**src/rtl/ehr_pkg.sv**
```systemverilog
package ehr_pkg;

    typedef enum logic [0:0] {
        ST_FILL = 1'b0,
        ST_HELD = 1'b1
    } fill_state_t;

    localparam int unsigned ADDR_W = 4;
    localparam int unsigned STAT_W = 2;

    // status / mask / clear bit positions (shared by all three registers)
    localparam int unsigned STAT_VALID = 0;
    localparam int unsigned STAT_ERR   = 1;

    // control word addresses; data words occupy 0 .. NWORDS-1
    localparam logic [ADDR_W-1:0] ADDR_STATUS = 4'h8;
    localparam logic [ADDR_W-1:0] ADDR_MASK   = 4'h9;
    localparam logic [ADDR_W-1:0] ADDR_CLEAR  = 4'hA;
    localparam logic [ADDR_W-1:0] ADDR_CNTRST = 4'hB;

endpackage

```
**src/rtl/ehr_rep_test.sv**
```systemverilog
module ehr_rep_test #(
    parameter int unsigned BLK_W = 16
) (
    input  logic clk,
    input  logic rst_n,
    input  logic shift_en,
    input  logic bit_in,
    input  logic blk_done,
    input  logic bypass,
    output logic rep_fail
);

    logic [BLK_W-1:0] cur_q;
    logic [BLK_W-1:0] cur_next;
    logic [BLK_W-1:0] ref_q;
    logic             ref_vld_q;

    // newest bit enters at the top so the first bit of a block ends at bit 0
    assign cur_next = {bit_in, cur_q[BLK_W-1:1]};

    always_ff @(posedge clk or negedge rst_n) begin
        if (!rst_n) begin
            cur_q <= '0;
        end else if (shift_en) begin
            cur_q <= cur_next;
        end
    end

    always_ff @(posedge clk or negedge rst_n) begin
        if (!rst_n) begin
            ref_q     <= '0;
            ref_vld_q <= 1'b0;
        end else if (shift_en && blk_done) begin
            ref_q     <= cur_next;
            ref_vld_q <= 1'b1;
        end
    end

    assign rep_fail = shift_en && blk_done && ref_vld_q && !bypass
                      && (cur_next == ref_q);

endmodule

```
**src/rtl/ehr_collector.sv**
```systemverilog
module ehr_collector
    import ehr_pkg::*;
#(
    parameter int unsigned HOLD_W = 192,
    parameter int unsigned BLK_W  = 16
) (
    input  logic              clk,
    input  logic              rst_n,
    input  logic              bit_vld,
    input  logic              bit_in,
    input  logic              src_en,
    input  logic              rep_fail,
    input  logic              valid_clr,
    input  logic              cnt_rst_req,
    output logic              accept,
    output logic              blk_done,
    output logic              last_bit,
    output logic              valid,
    output logic [$clog2(HOLD_W)-1:0] bit_cnt,
    output logic [HOLD_W-1:0] hold
);

    localparam int unsigned CNT_W   = $clog2(HOLD_W);
    localparam int unsigned BLK_LOG = $clog2(BLK_W);

    fill_state_t      state_q, state_d;
    logic [CNT_W-1:0] cnt_q;
    logic [HOLD_W-1:0] hold_q;
    logic             cnt_rst;
    logic             cnt_zero;

    assign cnt_rst  = cnt_rst_req && !src_en;
    assign accept   = (state_q == ST_FILL) && bit_vld && src_en;
    assign blk_done = (cnt_q[BLK_LOG-1:0] == BLK_LOG'(BLK_W-1));
    assign last_bit = (cnt_q == CNT_W'(HOLD_W-1));

    // state register
    always_ff @(posedge clk or negedge rst_n) begin
        if (!rst_n) state_q <= ST_FILL;
        else        state_q <= state_d;
    end

    // transitions
    always_comb begin
        state_d = state_q;
        unique case (state_q)
            ST_FILL: begin
                if (cnt_rst)                                state_d = ST_FILL;
                else if (accept && last_bit && !rep_fail)   state_d = ST_HELD;
            end
            ST_HELD: begin
                if (valid_clr || cnt_rst)                   state_d = ST_FILL;
            end
            default:                                        state_d = ST_FILL;
        endcase
    end

    // bit counter clears on every restart and on completion
    always_comb begin
        cnt_zero = cnt_rst || rep_fail || (state_q == ST_HELD && valid_clr)
                   || (accept && last_bit);
    end

    always_ff @(posedge clk or negedge rst_n) begin
        if (!rst_n)        cnt_q <= '0;
        else if (cnt_zero) cnt_q <= '0;
        else if (accept)   cnt_q <= cnt_q + 1'b1;
    end

    // holding register: each bit has its own write enable
    generate
        for (genvar i = 0; i < HOLD_W; i++) begin : g_hold
            always_ff @(posedge clk or negedge rst_n) begin
                if (!rst_n)
                    hold_q[i] <= 1'b0;
                else if (accept && cnt_q == CNT_W'(i))
                    hold_q[i] <= bit_in;
            end
        end
    endgenerate

    // outputs
    always_comb begin
        valid   = (state_q == ST_HELD);
        bit_cnt = cnt_q;
        hold    = hold_q;
    end

endmodule

```
**src/rtl/ehr_regs.sv**
```systemverilog
module ehr_regs
    import ehr_pkg::*;
#(
    parameter int unsigned HOLD_W = 192,
    parameter int unsigned WORD_W = 32
) (
    input  logic              clk,
    input  logic              rst_n,
    input  logic              wr_en,
    input  logic [ADDR_W-1:0] addr,
    input  logic [STAT_W-1:0] wr_bits,
    input  logic              valid,
    input  logic              rep_fail,
    input  logic [HOLD_W-1:0] hold,
    output logic              valid_clr,
    output logic              cnt_rst_req,
    output logic              err,
    output logic [STAT_W-1:0] mask,
    output logic              irq,
    output logic [WORD_W-1:0] rdata
);

    localparam int unsigned NWORDS = HOLD_W / WORD_W;

    logic [STAT_W-1:0] mask_q;
    logic              err_q;
    logic [STAT_W-1:0] status;
    logic              clr_wr;
    logic [WORD_W-1:0] words [NWORDS];

    assign clr_wr      = wr_en && (addr == ADDR_CLEAR);
    assign valid_clr   = clr_wr && wr_bits[STAT_VALID];
    assign cnt_rst_req = wr_en && (addr == ADDR_CNTRST);

    always_ff @(posedge clk or negedge rst_n) begin
        if (!rst_n)                            mask_q <= '1;
        else if (wr_en && addr == ADDR_MASK)   mask_q <= wr_bits;
    end

    // sticky error; a new failure wins over a simultaneous clear
    always_ff @(posedge clk or negedge rst_n) begin
        if (!rst_n)                            err_q <= 1'b0;
        else if (rep_fail)                     err_q <= 1'b1;
        else if (clr_wr && wr_bits[STAT_ERR])  err_q <= 1'b0;
    end

    always_comb begin
        status             = '0;
        status[STAT_VALID] = valid;
        status[STAT_ERR]   = err_q;
    end

    generate
        for (genvar w = 0; w < NWORDS; w++) begin : g_word
            assign words[w] = hold[w*WORD_W +: WORD_W];
        end
    endgenerate

    always_comb begin
        rdata = '0;
        if (addr == ADDR_STATUS) begin
            rdata[STAT_W-1:0] = status;
        end else if (addr == ADDR_MASK) begin
            rdata[STAT_W-1:0] = mask_q;
        end else if (valid) begin
            for (int w = 0; w < NWORDS; w++) begin
                if (addr == ADDR_W'(w)) rdata = words[w];
            end
        end
    end

    assign irq  = |(status & ~mask_q);
    assign err  = err_q;
    assign mask = mask_q;

endmodule

```
**src/rtl/entropy_hold_reg.sv**
```systemverilog
module entropy_hold_reg
    import ehr_pkg::*;
#(
    parameter int unsigned HOLD_W = 192,
    parameter int unsigned BLK_W  = 16,
    parameter int unsigned WORD_W = 32
) (
    input  logic              clk,
    input  logic              rst_n,
    input  logic              src_en,
    input  logic              dbg_bypass,
    input  logic              bit_vld,
    input  logic              bit_in,
    input  logic              wr_en,
    input  logic [ADDR_W-1:0] addr,
    input  logic [STAT_W-1:0] wr_bits,
    output logic [WORD_W-1:0] rdata,
    output logic              irq,
    output logic              busy
);

    localparam int unsigned CNT_W = $clog2(HOLD_W);

    logic              accept;
    logic              blk_done;
    logic              last_bit;
    logic              rep_fail;
    logic              valid_st;
    logic              valid_clr;
    logic              cnt_rst_req;
    logic              err_st;
    logic [STAT_W-1:0] mask;
    logic [CNT_W-1:0]  bit_cnt;
    logic [HOLD_W-1:0] hold;

    ehr_collector #(.HOLD_W(HOLD_W), .BLK_W(BLK_W)) u_collect (
        .clk         (clk),
        .rst_n       (rst_n),
        .bit_vld     (bit_vld),
        .bit_in      (bit_in),
        .src_en      (src_en),
        .rep_fail    (rep_fail),
        .valid_clr   (valid_clr),
        .cnt_rst_req (cnt_rst_req),
        .accept      (accept),
        .blk_done    (blk_done),
        .last_bit    (last_bit),
        .valid       (valid_st),
        .bit_cnt     (bit_cnt),
        .hold        (hold)
    );

    ehr_rep_test #(.BLK_W(BLK_W)) u_rep (
        .clk      (clk),
        .rst_n    (rst_n),
        .shift_en (accept),
        .bit_in   (bit_in),
        .blk_done (blk_done),
        .bypass   (dbg_bypass),
        .rep_fail (rep_fail)
    );

    ehr_regs #(.HOLD_W(HOLD_W), .WORD_W(WORD_W)) u_regs (
        .clk         (clk),
        .rst_n       (rst_n),
        .wr_en       (wr_en),
        .addr        (addr),
        .wr_bits     (wr_bits),
        .valid       (valid_st),
        .rep_fail    (rep_fail),
        .hold        (hold),
        .valid_clr   (valid_clr),
        .cnt_rst_req (cnt_rst_req),
        .err         (err_st),
        .mask        (mask),
        .irq         (irq),
        .rdata       (rdata)
    );

    assign busy = src_en && !valid_st;

endmodule

```
**config.mk**
```make
export PLATFORM = sky130hd
export DESIGN_NAME = entropy_hold_reg
export DESIGN_NICKNAME = d
export VERILOG_FILES = /design/src/rtl/ehr_pkg.sv /design/src/rtl/ehr_rep_test.sv /design/src/rtl/ehr_collector.sv /design/src/rtl/ehr_regs.sv /design/src/rtl/entropy_hold_reg.sv
export SDC_FILE = /design/constraint.sdc
export NUM_CORES = 1
export LEC_CHECK = 0
export BUFFER_PORTS_ARGS = -buffer_cell sky130_fd_sc_hd__buf_4
export CAP_MARGIN = 5
export CELL_PAD_IN_SITES_DETAIL_PLACEMENT = 1
export CELL_PAD_IN_SITES_GLOBAL_PLACEMENT = 1
export CORE_ASPECT_RATIO = 1.1
export CORE_UTILIZATION = 45
export CTS_CLUSTER_DIAMETER = 200
export DETAILED_ROUTE_END_ITERATION = 10
export HOLD_SLACK_MARGIN = 0.12
export PLACE_DENSITY = 0.8
export SYNTH_ARGS = -nofsm -noshare
export SYNTH_HDL_FRONTEND = slang
export SYNTH_SLANG_ARGS = --single-unit
```
**constraint.sdc**
```tcl
create_clock -name clk -period 1.9 [get_ports clk]
set_clock_uncertainty 0.1 [all_clocks]
set_input_delay 0.38 -clock clk [delete_from_list [all_inputs] [get_ports clk]]
set_output_delay 0.38 -clock clk [all_outputs]
set_load 0.1 [all_outputs]
```
==> metrics.json <==
{
  "run_status": {
    "run_status": "complete, but fails checks",
    "failed_checks": "negative setup slack"
  },
  "global_route": {
    "number_of_global_route_vias_before_repair": 11400,
    "antenna_found_initial": 0,
    "grt_first_pass_wirelength_um": 73400,
    "largest_net_degree_at_the_start_of_global_routing": 195,
    "track_usage": 0.370,
    "grt_overflow_total": 0
  },
  "logic_synthesis": {
    "synth.net_count": 1115,
    "synth_area_um2": 11800,
    "ys_ff_latch": 236,
    "synth.yosys.warnings": 0,
    "ys_async_sr_fraction": 1.00,
    "synth_edf_count": 0,
    "most_instantiated_flip_flop_cell_in_the_synthesis_netlist": "sky130_fd_sc_hd__dfrtp_1",
    "syn_area_per_cell_um2": 10.7,
    "syn-instance-count": 1098,
    "share_of_the_yosys_chip_area_belonging_to_registers": 0.503,
    "netlist-cell-type-count": 39
  },
  "critical_path": {
    "worstSetupPathType": "reg2out",
    "worst_setup_path_startpoint": "u_collect.hold[65]$_DFFE_PN0P_",
    "setup.worst_path.start_class": "flip-flop",
    "critical_path_peak_fanout": 2,
    "register_to_register_setup_slack_ps": -450,
    "crit_slowest_cell": "sky130_fd_sc_hd__mux4_2",
    "critical_path.reg2reg.endpoint": "u_collect.bit_cnt[3]$_DFFE_PN0P_",
    "worst_r2r_startpoint": "u_collect.valid$_DFF_PN0_",
    "worstSetupEndpoint": "rdata[1]",
    "worst_r2r_path_depth": 11,
    "critical_path.endpoint_type": "primary output",
    "cp_slowest_stage_delay_ps": 580,
    "cp_cell_sequence": "mux4_2 -> a221oi_4 -> o32ai_4 -> buf_12",
    "worstPathArrival_ps": 2320,
    "timing.critical_path.required_ps": 1420
  },
  "timing": {
    "achievable-frequency_mhz": 358,
    "hold_violations": 0,
    "worst_pin_slew_ps": 877,
    "worst_slack_ps": -896,
    "timing.final.crit_period_ps": 2800,
    "setup_repair_after_global_routing_missed_its_margin": "yes",
    "setup_viol_count_final": 259,
    "final_min_period_over_clock_period": 1.47,
    "max_slew_margin": 0.415,
    "fin_setup_tns_ps": -81840,
    "finalMaxSlewViolations": 0
  },
  "clock_tree": {
    "clk_transition_reported_paths_ps": 70,
    "clock_sinks": 236,
    "clk_latency_ps": 560,
    "htree_num_levels": 1,
    "cts_root_buf": "sky130_fd_sc_hd__clkbuf_16",
    "max-clock-path-buffers": 3,
    "cts_inserted_buffers": 28,
    "tritoncts_clock_tree": "yes"
  },
  "finish": {
    "antennaDiodeCount": 0,
    "synthToLayoutAreaGrowth_pct": 53.2,
    "final_cell_mix": "sky130_fd_sc_hd__dfrtp_1 (232), sky130_fd_sc_hd__mux2_2 (148), sky130_fd_sc_hd__nand2_1 (118), sky130_fd_sc_hd__buf_4 (85), sky130_fd_sc_hd__nand2_2 (84)",
    "mostFrequentLayoutCell": "sky130_fd_sc_hd__dfrtp_1",
    "finish.net_count": 1288,
    "drive_gt1_frac": 0.614
  },
  "min_path": {
    "holdCritPathClass": "in2reg",
    "hold_path_startpoint": "wr_en",
    "holdPathStages": 3
  },
  "die": {
    "row_count": 61,
    "die_width_um": 156,
    "die_h_um": 172,
    "core_area_um2": 25500,
    "fp.dieArea_um2": 26800,
    "start_util": 0.461,
    "top_level_port_count": 47
  },
  "power_and_ir_drop": {
    "vdd_drop_max_mv": 0.968,
    "p_leak_nw": 8.64,
    "pwr_density_cell_nw_per_um2": 841
  },
  "drt": {
    "num_vias": 10900,
    "drt_pass1_iterations": 5,
    "wire_per_inst_um": 36.5,
    "detail_route.wirelength_um": 59700,
    "antenna_left": 0,
    "drc": 0,
    "detailedRoute.firstIterationViolations": 964,
    "vias_per_cell": 6.67
  },
  "flow_run": {
    "cap_viol_max_count": 0
  },
  "place": {
    "post-place-ws_ps": -539,
    "gp_congestion": 0.790,
    "dp_hpwl_um": 24000,
    "portBuffers": 46
  }
}
[where the power goes]
group          total (W)  internal [W]  switching, W  leakage (nW)
clock            0.00585       0.00332       0.00253         0.472
combinational    0.00328       0.00138       0.00190          4.93
sequential       0.00600       0.00547      0.000530          3.24
total             0.0151        0.0102       0.00497          8.64
[layout make-up]
type,count,area [µm²]
Clock buffer,37,785
Multi-Input combinational cell,772,7580
Sequential cell,236,5910
Timing Repair Buffer,227,3110
Clock inverter,14,165
Tap cell,346,433
Inverter,6,22.5
Fill cell,2340,7490
[cells in the mapped netlist (all sizes together), types with 5 or more instances]
| library cell | instances | area, µm² |
|---|---|---|
| nand2b | 9 | 63.8 |
| nor2b | 5 | 31.3 |
| a21oi | 35 | 175 |
| nor2 | 21 | 78.8 |
| nor3 | 13 | 85.1 |
| and2 | 15 | 93.8 |
| a221oi | 31 | 272 |
| mux2i | 31 | 310 |
| clkbuf | 47 | 176 |
| dfrtp | 234 | 5860 |
| xor2 | 20 | 175 |
| o21ai | 66 | 330 |
| buf | 39 | 199 |
| nand2 | 260 | 976 |
| nor4 | 11 | 75.1 |
| mux2 | 225 | 2530 |
| inv | 6 | 22.5 |
[layer usage]
metal / GRT usage / vias to the layer above / wire (µm) / share of wire
li1: - / 4156 / - / -
met5: 0 / - / 0 / 0
met3: 0.0673 / 367 / 5040 / 0.084
met2: 0.642 / 778 / 28500 / 0.48
met1: 0.427 / 5622 / 21100 / 0.35
met4: 0.223 / 0 / 5070 / 0.085
[worst min path at each step]
stage,endpoint,slack [ps]
after detailed placement,u_collect.hold[160]$_DFFE_PN0P_,250
after global routing,u_regs.mask[0]$_DFFE_PN1P_,190
after global placement,u_rep.cur_q[5]$_DFFE_PN0N_,250
final,u_regs.mask[0]$_DFFE_PN1P_,170
after CTS,u_regs.mask[1]$_DFFE_PN1P_,130
after floorplan,u_collect.bit_cnt[0]$_DFFE_PN0P_,-20
[timing repair]
action                                  4_1_cts  5_1_grt
endpoints found under the setup margin      183      264
buffers inserted                             19       34
cloned                                        8        6
endpoints found under the hold margin       240        0
pin swaps                                    19       34
gates resized for setup                     341      326
hold buffers                                  3        0
[cell families (layout without fill, tap and decap cells)]
kind of cell,after synthesis,in the layout,synth area share
flops,236,236,0.503
buf+inv,92,284,0.0339
xor+xnor,23,23,0.0171
simple gates,348,350,0.127
compound gates,137,137,0.0694
fa+ha+maj,4,4,0.00426
mux,258,258,0.246
[metrics by stage]
step	hold WS, ps	utilization	total power (W)	cells	area [µm²]
after floorplan	-15.6	-	0.00707	1098	12300
after global placement	248	0.543	0.00793	1522	13900
after detailed placement	251	0.543	0.00810	1522	13900
after CTS	126	0.643	0.0140	1601	16400
after global routing	194	0.706	0.0154	1638	18000
final	168	0.706	0.0151	1638	18000
[worst max-delay path: cells and delay by family, from the launching register on]
| family | cells | cell delay, ps |
|---|---|---|
| compound gates | 2 | 540 |
| flops | 1 | 430 |
| mux | 1 | 580 |
| buf+inv | 1 | 190 |
[flip-flops by register name (all words and copies together), names as in the netlist]
register           count
u_collect.valid        1
u_collect.hold       192
u_regs.mask            2
u_rep.ref_vld_q        1
u_collect.bit_cnt      8
u_rep.cur_q           15
u_regs.err             1
u_rep.ref_q           16
No activity file was read; power rests on OpenSTA's default activity.
